===== src/rtl/rxfc_pkg.sv =====
package rxfc_pkg;

  // Pending flow character request
  typedef enum logic [1:0] {
    REQ_NONE = 2'b00,
    REQ_XOFF = 2'b01,
    REQ_XON  = 2'b10
  } req_e;

  // DTR configuration code that hands the line to receive flow control
  localparam logic [1:0] DTR_RX_FLOW = 2'b01;

  // Indices of the out-of-band lines
  localparam int LINE_RTS = 0;
  localparam int LINE_DTR = 1;
  localparam int N_LINES  = 2;

endpackage


===== src/rtl/rxfc_mark_sel.sv =====
module rxfc_mark_sel #(
  parameter int DEPTH = 128,
  parameter int LVL_W = $clog2(DEPTH + 1),
  parameter int THR_W = $clog2(DEPTH)
) (
  input  logic             enh_mode,
  input  logic [1:0]       legacy_trig,
  input  logic [THR_W-1:0] hi_mark,
  input  logic [THR_W-1:0] lo_mark,
  output logic [LVL_W-1:0] eff_hi,
  output logic [LVL_W-1:0] eff_lo
);

  localparam int STEP = DEPTH / 8;

  logic [LVL_W-1:0] leg_hi;
  logic [LVL_W-1:0] leg_lo;
  logic [LVL_W-1:0] prog_lo;

  // Legacy marks: odd multiples of an eighth, low mark at half
  always_comb begin
    leg_hi = LVL_W'((32'(legacy_trig) * 2 + 1) * STEP);
    leg_lo = leg_hi >> 1;
  end

  // A zero low mark cannot be crossed from above; lift it to 1
  always_comb begin
    if (lo_mark == '0) prog_lo = LVL_W'(1);
    else               prog_lo = LVL_W'(lo_mark);
  end

  always_comb begin
    if (enh_mode) begin
      eff_hi = LVL_W'(hi_mark);
      eff_lo = prog_lo;
    end else begin
      eff_hi = leg_hi;
      eff_lo = leg_lo;
    end
  end

endmodule


===== src/rtl/rxfc_band.sv =====
module rxfc_band #(
  parameter int LVL_W = 8
) (
  input  logic             clk,
  input  logic             rst,
  input  logic             flow_on,
  input  logic [LVL_W-1:0] rx_level,
  input  logic [LVL_W-1:0] eff_hi,
  input  logic [LVL_W-1:0] eff_lo,
  output logic             set_ev,
  output logic             clr_ev,
  output logic             thr_next
);

  logic thr_q;

  always_comb begin
    set_ev = flow_on && !thr_q && (rx_level >= eff_hi);
    clr_ev = flow_on &&  thr_q && (rx_level <  eff_lo);
  end

  always_comb begin
    if (!flow_on)    thr_next = 1'b0;
    else if (set_ev) thr_next = 1'b1;
    else if (clr_ev) thr_next = 1'b0;
    else             thr_next = thr_q;
  end

  always_ff @(posedge clk) begin
    if (rst) thr_q <= 1'b0;
    else     thr_q <= thr_next;
  end

endmodule


===== src/rtl/rxfc_req.sv =====
module rxfc_req
  import rxfc_pkg::*;
(
  input  logic clk,
  input  logic rst,
  input  logic inband_en,
  input  logic set_ev,
  input  logic clr_ev,
  input  logic ack,
  output logic xoff_req,
  output logic xon_req
);

  req_e req_q;
  req_e req_d;

  // A new crossing overrides whatever is pending; ack only clears
  always_comb begin
    req_d = req_q;
    if (!inband_en)  req_d = REQ_NONE;
    else if (set_ev) req_d = REQ_XOFF;
    else if (clr_ev) req_d = REQ_XON;
    else if (ack)    req_d = REQ_NONE;
  end

  always_ff @(posedge clk) begin
    if (rst) req_q <= REQ_NONE;
    else     req_q <= req_d;
  end

  assign xoff_req = (req_q == REQ_XOFF);
  assign xon_req  = (req_q == REQ_XON);

endmodule


===== src/rtl/rxfc_line.sv =====
module rxfc_line (
  input  logic clk,
  input  logic rst,
  input  logic line_en,
  input  logic thr_next,
  output logic line_n
);

  // Active-low modem line: released (1) while throttled
  always_ff @(posedge clk) begin
    if (rst) line_n <= 1'b0;
    else     line_n <= line_en && thr_next;
  end

endmodule


===== src/rtl/rxfc_hyst_top.sv =====
module rxfc_hyst_top
  import rxfc_pkg::*;
#(
  parameter int DEPTH = 128,
  parameter int LVL_W = $clog2(DEPTH + 1),
  parameter int THR_W = $clog2(DEPTH)
) (
  input  logic             clk,
  input  logic             rst,
  input  logic [LVL_W-1:0] rx_level,
  input  logic [THR_W-1:0] hi_mark,
  input  logic [THR_W-1:0] lo_mark,
  input  logic             enh_mode,
  input  logic [1:0]       legacy_trig,
  input  logic             inband_en,
  input  logic             rts_auto_en,
  input  logic [1:0]       dtr_mode,
  input  logic             tx_flow_ack,
  output logic             xoff_req,
  output logic             xon_req,
  output logic             rts_n,
  output logic             dtr_n
);

  logic [LVL_W-1:0]   eff_hi;
  logic [LVL_W-1:0]   eff_lo;
  logic               set_ev;
  logic               clr_ev;
  logic               thr_next;
  logic               dtr_flow;
  logic               flow_on;
  logic [N_LINES-1:0] line_en;
  logic [N_LINES-1:0] line_n;

  assign dtr_flow = (dtr_mode == DTR_RX_FLOW);
  assign flow_on  = inband_en || rts_auto_en || dtr_flow;

  always_comb begin
    line_en           = '0;
    line_en[LINE_RTS] = rts_auto_en;
    line_en[LINE_DTR] = dtr_flow;
  end

  rxfc_mark_sel #(
    .DEPTH (DEPTH),
    .LVL_W (LVL_W),
    .THR_W (THR_W)
  ) mark_i (
    .enh_mode    (enh_mode),
    .legacy_trig (legacy_trig),
    .hi_mark     (hi_mark),
    .lo_mark     (lo_mark),
    .eff_hi      (eff_hi),
    .eff_lo      (eff_lo)
  );

  rxfc_band #(
    .LVL_W (LVL_W)
  ) band_i (
    .clk      (clk),
    .rst      (rst),
    .flow_on  (flow_on),
    .rx_level (rx_level),
    .eff_hi   (eff_hi),
    .eff_lo   (eff_lo),
    .set_ev   (set_ev),
    .clr_ev   (clr_ev),
    .thr_next (thr_next)
  );

  rxfc_req req_i (
    .clk       (clk),
    .rst       (rst),
    .inband_en (inband_en),
    .set_ev    (set_ev),
    .clr_ev    (clr_ev),
    .ack       (tx_flow_ack),
    .xoff_req  (xoff_req),
    .xon_req   (xon_req)
  );

  for (genvar g = 0; g < N_LINES; g++) begin : g_line
    rxfc_line line_i (
      .clk      (clk),
      .rst      (rst),
      .line_en  (line_en[g]),
      .thr_next (thr_next),
      .line_n   (line_n[g])
    );
  end

  assign rts_n = line_n[LINE_RTS];
  assign dtr_n = line_n[LINE_DTR];

endmodule


===== config.mk =====
export PLATFORM = sky130hd
export DESIGN_NAME = rxfc_hyst_top
export DESIGN_NICKNAME = d
export VERILOG_FILES = /design/src/rtl/rxfc_pkg.sv /design/src/rtl/rxfc_mark_sel.sv /design/src/rtl/rxfc_band.sv /design/src/rtl/rxfc_req.sv /design/src/rtl/rxfc_line.sv /design/src/rtl/rxfc_hyst_top.sv
export SDC_FILE = /design/constraint.sdc
export NUM_CORES = 1
export LEC_CHECK = 0
export ABC_CLOCK_PERIOD_IN_PS = 2200
export BUFFER_PORTS_ARGS = -buffer_cell sky130_fd_sc_hd__buf_2
export CAP_MARGIN = 20
export CORE_MARGIN = 2
export CORE_UTILIZATION = 38
export CTS_CLUSTER_SIZE = 20
export DETAILED_ROUTE_END_ITERATION = 10
export PLACE_DENSITY = 0.84
export SETUP_SLACK_MARGIN = 0.3
export SYNTH_ARGS = -nofsm -noshare
export SYNTH_HDL_FRONTEND = slang
export SYNTH_SLANG_ARGS = --single-unit

===== constraint.sdc =====
create_clock -name clk -period 2.2 [get_ports clk]
set_input_delay 0.44 -clock clk [delete_from_list [all_inputs] [get_ports clk]]
set_output_delay 0.44 -clock clk [all_outputs]
set_load 0.1 [all_outputs]

---- Word-level counts from Yosys, hierarchy flattened ----
Index checks and enable logic that the tools add are counted.
storage, ports and cells
  flip-flop bits (word level) ............. 5
  output and inout port bits .............. 4
  logic and storage cells ................. 35
operators by class
  add/subtract/negate cells ............... 1
  magnitude comparators ................... 2
  equal/unequal tests ..................... 3
  muxes and demuxes ....................... 9
  bitwise operators ....................... 1
  reductions and logical operators ........ 14
operators by type and width
  cell                 count
  $mux 8               2
  $ge 8x8->1           1
  $lt 8x8->1           1
  $logic_not 7->1      1
  $mux 7               1
  $logic_and 1x1->1    6
  $add 3x1->4 const B  1
  $eq 2x1->1 const B   2
  $mux 1               4
  $mux 2               2
  $reduce_bool 3->1    1
  $reduce_or 3->1      1
  $eq 2x2->1 const B   1
  $logic_or 1x1->1     2
  $reduce_bool 2->1    1
  $reduce_or 2->1      1
  $logic_not 1->1      1
  $not 1->1            1

---- Depth between registers and ports, before layout ----
  depth after elaboration ................. 9
  mapped depth ............................ 8

---- By module ----
A second synthesis with hierarchy kept.
second synthesis, totals
  cells, all modules ...................... 99
  area total of the unflattened synthesis .. 772.0 µm²
by module, submodules not included
  module         instances  cells an instance  area each (µm²)
  rxfc_band      1          56                 447.9
  rxfc_mark_sel  1          26                 150.1
  rxfc_req       1          11                 96.3
  rxfc_line      2          2                  28.8
  rxfc_hyst_top  1          2                  20.0

---- Worst setup path before layout ----
Ideal clock, no wire load.
  path type ............................... input-to-reg
  from .................................... in enh_mode
  to ...................................... reg g_line[0].line_i.line_n
  library setup time ...................... 0.076 ns
  arrival ................................. 2.046 ns
  required time ........................... 2.124 ns
  setup slack ............................. 0.078 ns
  cell stages on the path ................. 8
  buffers on the path ..................... 1
  path through ............................ clkbuf_1 > a21oi_1 > ha_1 > and3_1 > a221o_1 > a31oi_1 > or4_1 > a21boi_0
on the way
  cells in the longest elaborated chain, start to end .. 7
  elaborated cells between the ends (all ways) .. 10
  classes of those cells .................. order compare (2); mux (5); reduce/logical (3)
RTL lines
  item                   RTL line             RTL
  from (decl)            rxfc_hyst_top.sv:13  input logic enh_mode,
  $mux 8                 rxfc_mark_sel.sv:33  if (enh_mode) begin
  $lt 8x8->1             rxfc_band.sv:19      clr_ev = flow_on && thr_q && (rx_level < eff_lo);
  $logic_and 1x1->1      rxfc_band.sv:19
  $mux 1                 rxfc_band.sv:25      else if (clr_ev) thr_next = 1'b0;
  $mux 1 (*)             rxfc_band.sv:24      else if (set_ev) thr_next = 1'b1;
  $mux 1 (*)             rxfc_band.sv:23      if (!flow_on) thr_next = 1'b0;
  $logic_and 1x1->1 (*)  rxfc_line.sv:12      else line_n <= line_en && thr_next;
  to (signal assigned)   rxfc_line.sv:12
  to (decl)              rxfc_line.sv:6       output logic line_n
Every way passes the cells marked *; elsewhere a longest branch is shown, timed or not.
A chain may end at the register's enable or synchronous reset.

---- Worst setup path after layout ----
Ends and elaborated chain as after synthesis.

==> metrics.md <==
| Metric | Value |
|---|---|
| Worst EP arrival | `approximately 2.2 ns` |
| Top FF cell, synth | `dfxtp_1` |
| CTS Buf Count | `3` |
| MaxCap Viol Count | `0` |
| Post-route ant nets | `0` |
| Fin crit period | `~2 ns` |
| Routed WL | `1750 um` |
| Dpl ws | `-0.0347 ns` |
| Type of origin of the critical path | `input port` |
| Share of cells above drive strength 1 | `46.6%` |
| Outcome | `completed` |
| Area after DPL | `833 um2` |
| Register share of total power | `26.3%` |
| Cell-internal power | `approximately 250 uW` |
| P_sw | `152 uW` |
| Post-Synthesis Cells | `between 70 and 80` |
| DIE AREA | `1950 um2` |
| EDFF count, synth | `0` |
| Yosys reg bits | `5` |
| Area grow syn2layout | `46.4%` |
| Final #Nets | `162` |
| Worst path slowest cell | `or4_4` |
| Synth async-reset ratio | `0%` |
| Syn. warnings | `0` |
| Synth Area per Inst | `8.19 um2` |
| Critical path depth in cells | `9` |
| Clk pwr share | `~28%` |
| Routed wl met2 | `939 um` |
| Clock root buffer | `clkbuf_4` |
| Setup slack after layout | `about 0.21 ns` |
| Metal-1 WL | `682 um` |
| Cell taking the most area after synthesis | `ha_1` |
| Worst path bufs/invs | `1` |
| Layout Skew | `0.00288 ns` |
| Top post-synthesis cells by count | `13 x ha_1, 8 x nand2_1, 8 x nor2b_1, 6 x a21oi_1, 5 x dfxtp_1` |
| Required @ worst endpoint | `around 2.4 ns` |
| Finished Core Util | `about three fifths` |
| Achievable Freq | `502 MHz` |
| GRT Overall Usage | `18.6%` |
| Family with the most delay on the worst path | `simple AND/OR/NAND/NOR gates` |
| Final slew viol count | `0` |
| Sw Ratio | `around two fifths` |
| Clk sinks | `5` |
| Clock Pin Slew Worst Setup and Hold Paths | `around 0.05 ns` |
| Antenna violations before repair | `0` |
| CP peak stage delay | `about 0.53 ns` |
| Initial drt markers | `5` |
| Die W | `~44 um` |
| Synth top area share | `approximately a quarter` |
| Top cells by area, synth | `ha_1 26%, dfxtp_1 16%, nor2b_1 8.1%` |
| Cell area after layout | `~900 um2` |
| Routed WL per cell | `around 13 um` |
| Mapped Nets | `120` |
| Grt ovf | `0` |
| DRC viols | `0` |
| Clk buf depth | `2` |
| Crit path max fanout | `4` |
| Leakage power | `roughly 0.00046 uW` |
| Crit end category | `flop` |
| Site row count | `14` |
| Initial core utilization | `between 40% and 50%` |
| Drt pass-1 iters | `4` |
| R2R depth | `2` |
| Tot Pwr | `roughly 400 uW` |
| First-pass GRT wire length | `2720 um` |
| Mapped cell area | `614 um2` |
| DR vias | `721` |
| Skew-Pair Late Insertion Delay | `0.25 ns` |
| CTS tree | `done` |
| Yosys cell types | `30` |
| Most common cell in the netlist | `ha_1` |
| Slew headroom | `about two thirds` |
| Hold Buf Count CTS | `0` |
| Io pins | `36` |
| Final setup vio count | `0` |
| Number of global-route vias before repair | `about 690` |
| Antenna cells | `0` |
| Crit path kind | `input port to flop` |
| Combinational Power Share | `a little under half` |
| Slew at the pin with the worst max-slew slack | `0.486 ns` |
| Pwr per Cell Area | `about 440 nW/um2` |
| HP Class | `input port to flop` |
| Hold Vio Cnt, Final | `0` |
| RSZ-0062 raised after global routing | `true` |
| Top sig layer | `met4` |
| Largest net degree at the start of global routing | `13` |
| Met3 WL post-DR | `roughly 80 um` |
| Vias/cell | `roughly 5.5` |
| Global placement routability congestion | `roughly 0.77` |
| Core area | `1510 um2` |
| VDD IR max | `roughly 0.00022 V` |
| Seq/Total Area, Yosys | `between 15 and 20%` |
| Die span in y | `44.2 um` |
| HPWL Detailed | `~1300 um` |
| Critical path cell sequence | `buf_8, nor2b_1, a21oi_2, ha_1, and3_4, a221o_1, a31oi_2, or4_4, a21boi_2` |
| Htree depth | `1` |
| FILL cells | `141` |
| Port buffer count | `35` |
| Hold path cells | `3` |
| Fin crit share | `about nine tenths` |
==> power groups by stage <==
stage	Sequential [uW]	Clock [uW]	Combinational, uW
2_1_floorplan	128	0	88.0
6_report	105	110	183
3_3_place_gp	105	0	160
5_1_grt	105	120	198
4_1_cts	104	111	174
3_5_place_dp	105	0	164
==> through the flow <==
stage               hold WS, ns  std cells  setup TNS, ns
CTS                       0.449        132              0
detailed placement        0.597        127        -0.0575
finish                    0.467        132              0
global route              0.470        132              0
floorplan                 0.533         75              0
global placement          0.559        127        -0.0236
==> path summary, 6_finish.rpt <==
| kind | startpoint | endpoint | slack (ns) |
|---|---|---|---|
| setup reg to reg | band_i.thr_q | g_line[0].line_i.line_n | 1.08 |
| hold reg to reg | band_i.thr_q | req_i.req_q[0] | 0.64 |
| setup / recovery | enh_mode | g_line[0].line_i.line_n | 0.21 |
| hold / removal | inband_en | req_i.req_q[0] | 0.47 |
==> final cells by class <==
cell class	instances	area (um2)	area share [%]
sequential	5	100	11.1
clock buffer	4	26.3	2.92
tap	16	20.0	2.23
timing repair buffer	38	208	23.1
multi-input combinational	66	534	59.4
inverter	3	11.3	1.25
==> worst register-to-register path, stage by stage (launching register included) <==
cell	delay [ns]
dfxtp_1	0.33
or4_4	0.58
a21boi_2	0.14
==> placed cells by master (no fill, tap or decap), drive strengths merged <==
| cell type | count |
|---|---|
| and3b | 1 |
| nor3 | 1 |
| a21boi | 2 |
| a31oi | 1 |
| inv | 3 |
| or2 | 1 |
| or4 | 2 |
| nand3b | 1 |
| a221o | 1 |
| or3 | 1 |
| a221oi | 1 |
| nand2 | 8 |
| ha | 13 |
| o211ai | 1 |
| a21o | 2 |
| clkbuf | 4 |
| dfxtp | 5 |
| nand4b | 2 |
| and2 | 1 |
| nor2 | 2 |
| buf | 38 |
| and2b | 1 |
| a211oi | 1 |
| or4b | 1 |
| o22ai | 1 |
| o21ai | 5 |
| a21oi | 6 |
| nor2b | 8 |
| nand2b | 1 |
| and3 | 1 |
==> flip-flops by register name, summed over array words and instances, names as in the netlist <==
| signal | count |
|---|---|
| req_i.req_q | 2 |
| band_i.thr_q | 1 |
| g_line.line_i.line_n | 2 |
==> timing repair <==
item / 4_1_cts / 5_1_grt
setup buffers: 1 / 0
endpoints found under the hold margin: 0 / 0
resized for setup: 6 / 3
pin swaps: 5 / 5
endpoints found under the setup margin: 4 / 5
==> logic make-up (layout without fill, tap and decap cells) <==
logic type	count (synthesis)	after routing	synth area share, %
flops	5	5	16.3
buf+inv	4	45	2.44
compound gates	21	21	23.8
simple gates	32	32	31.0
fa+ha+maj	13	13	26.5
==> layer usage <==
metal  global-route usage [%]  vias up
met5                        0        -
met4                     7.27        0
met3                     2.45        6
met2                     37.6       22
met1                     18.7      329
li1                         -      364
(Power assumes the default switching activity.)
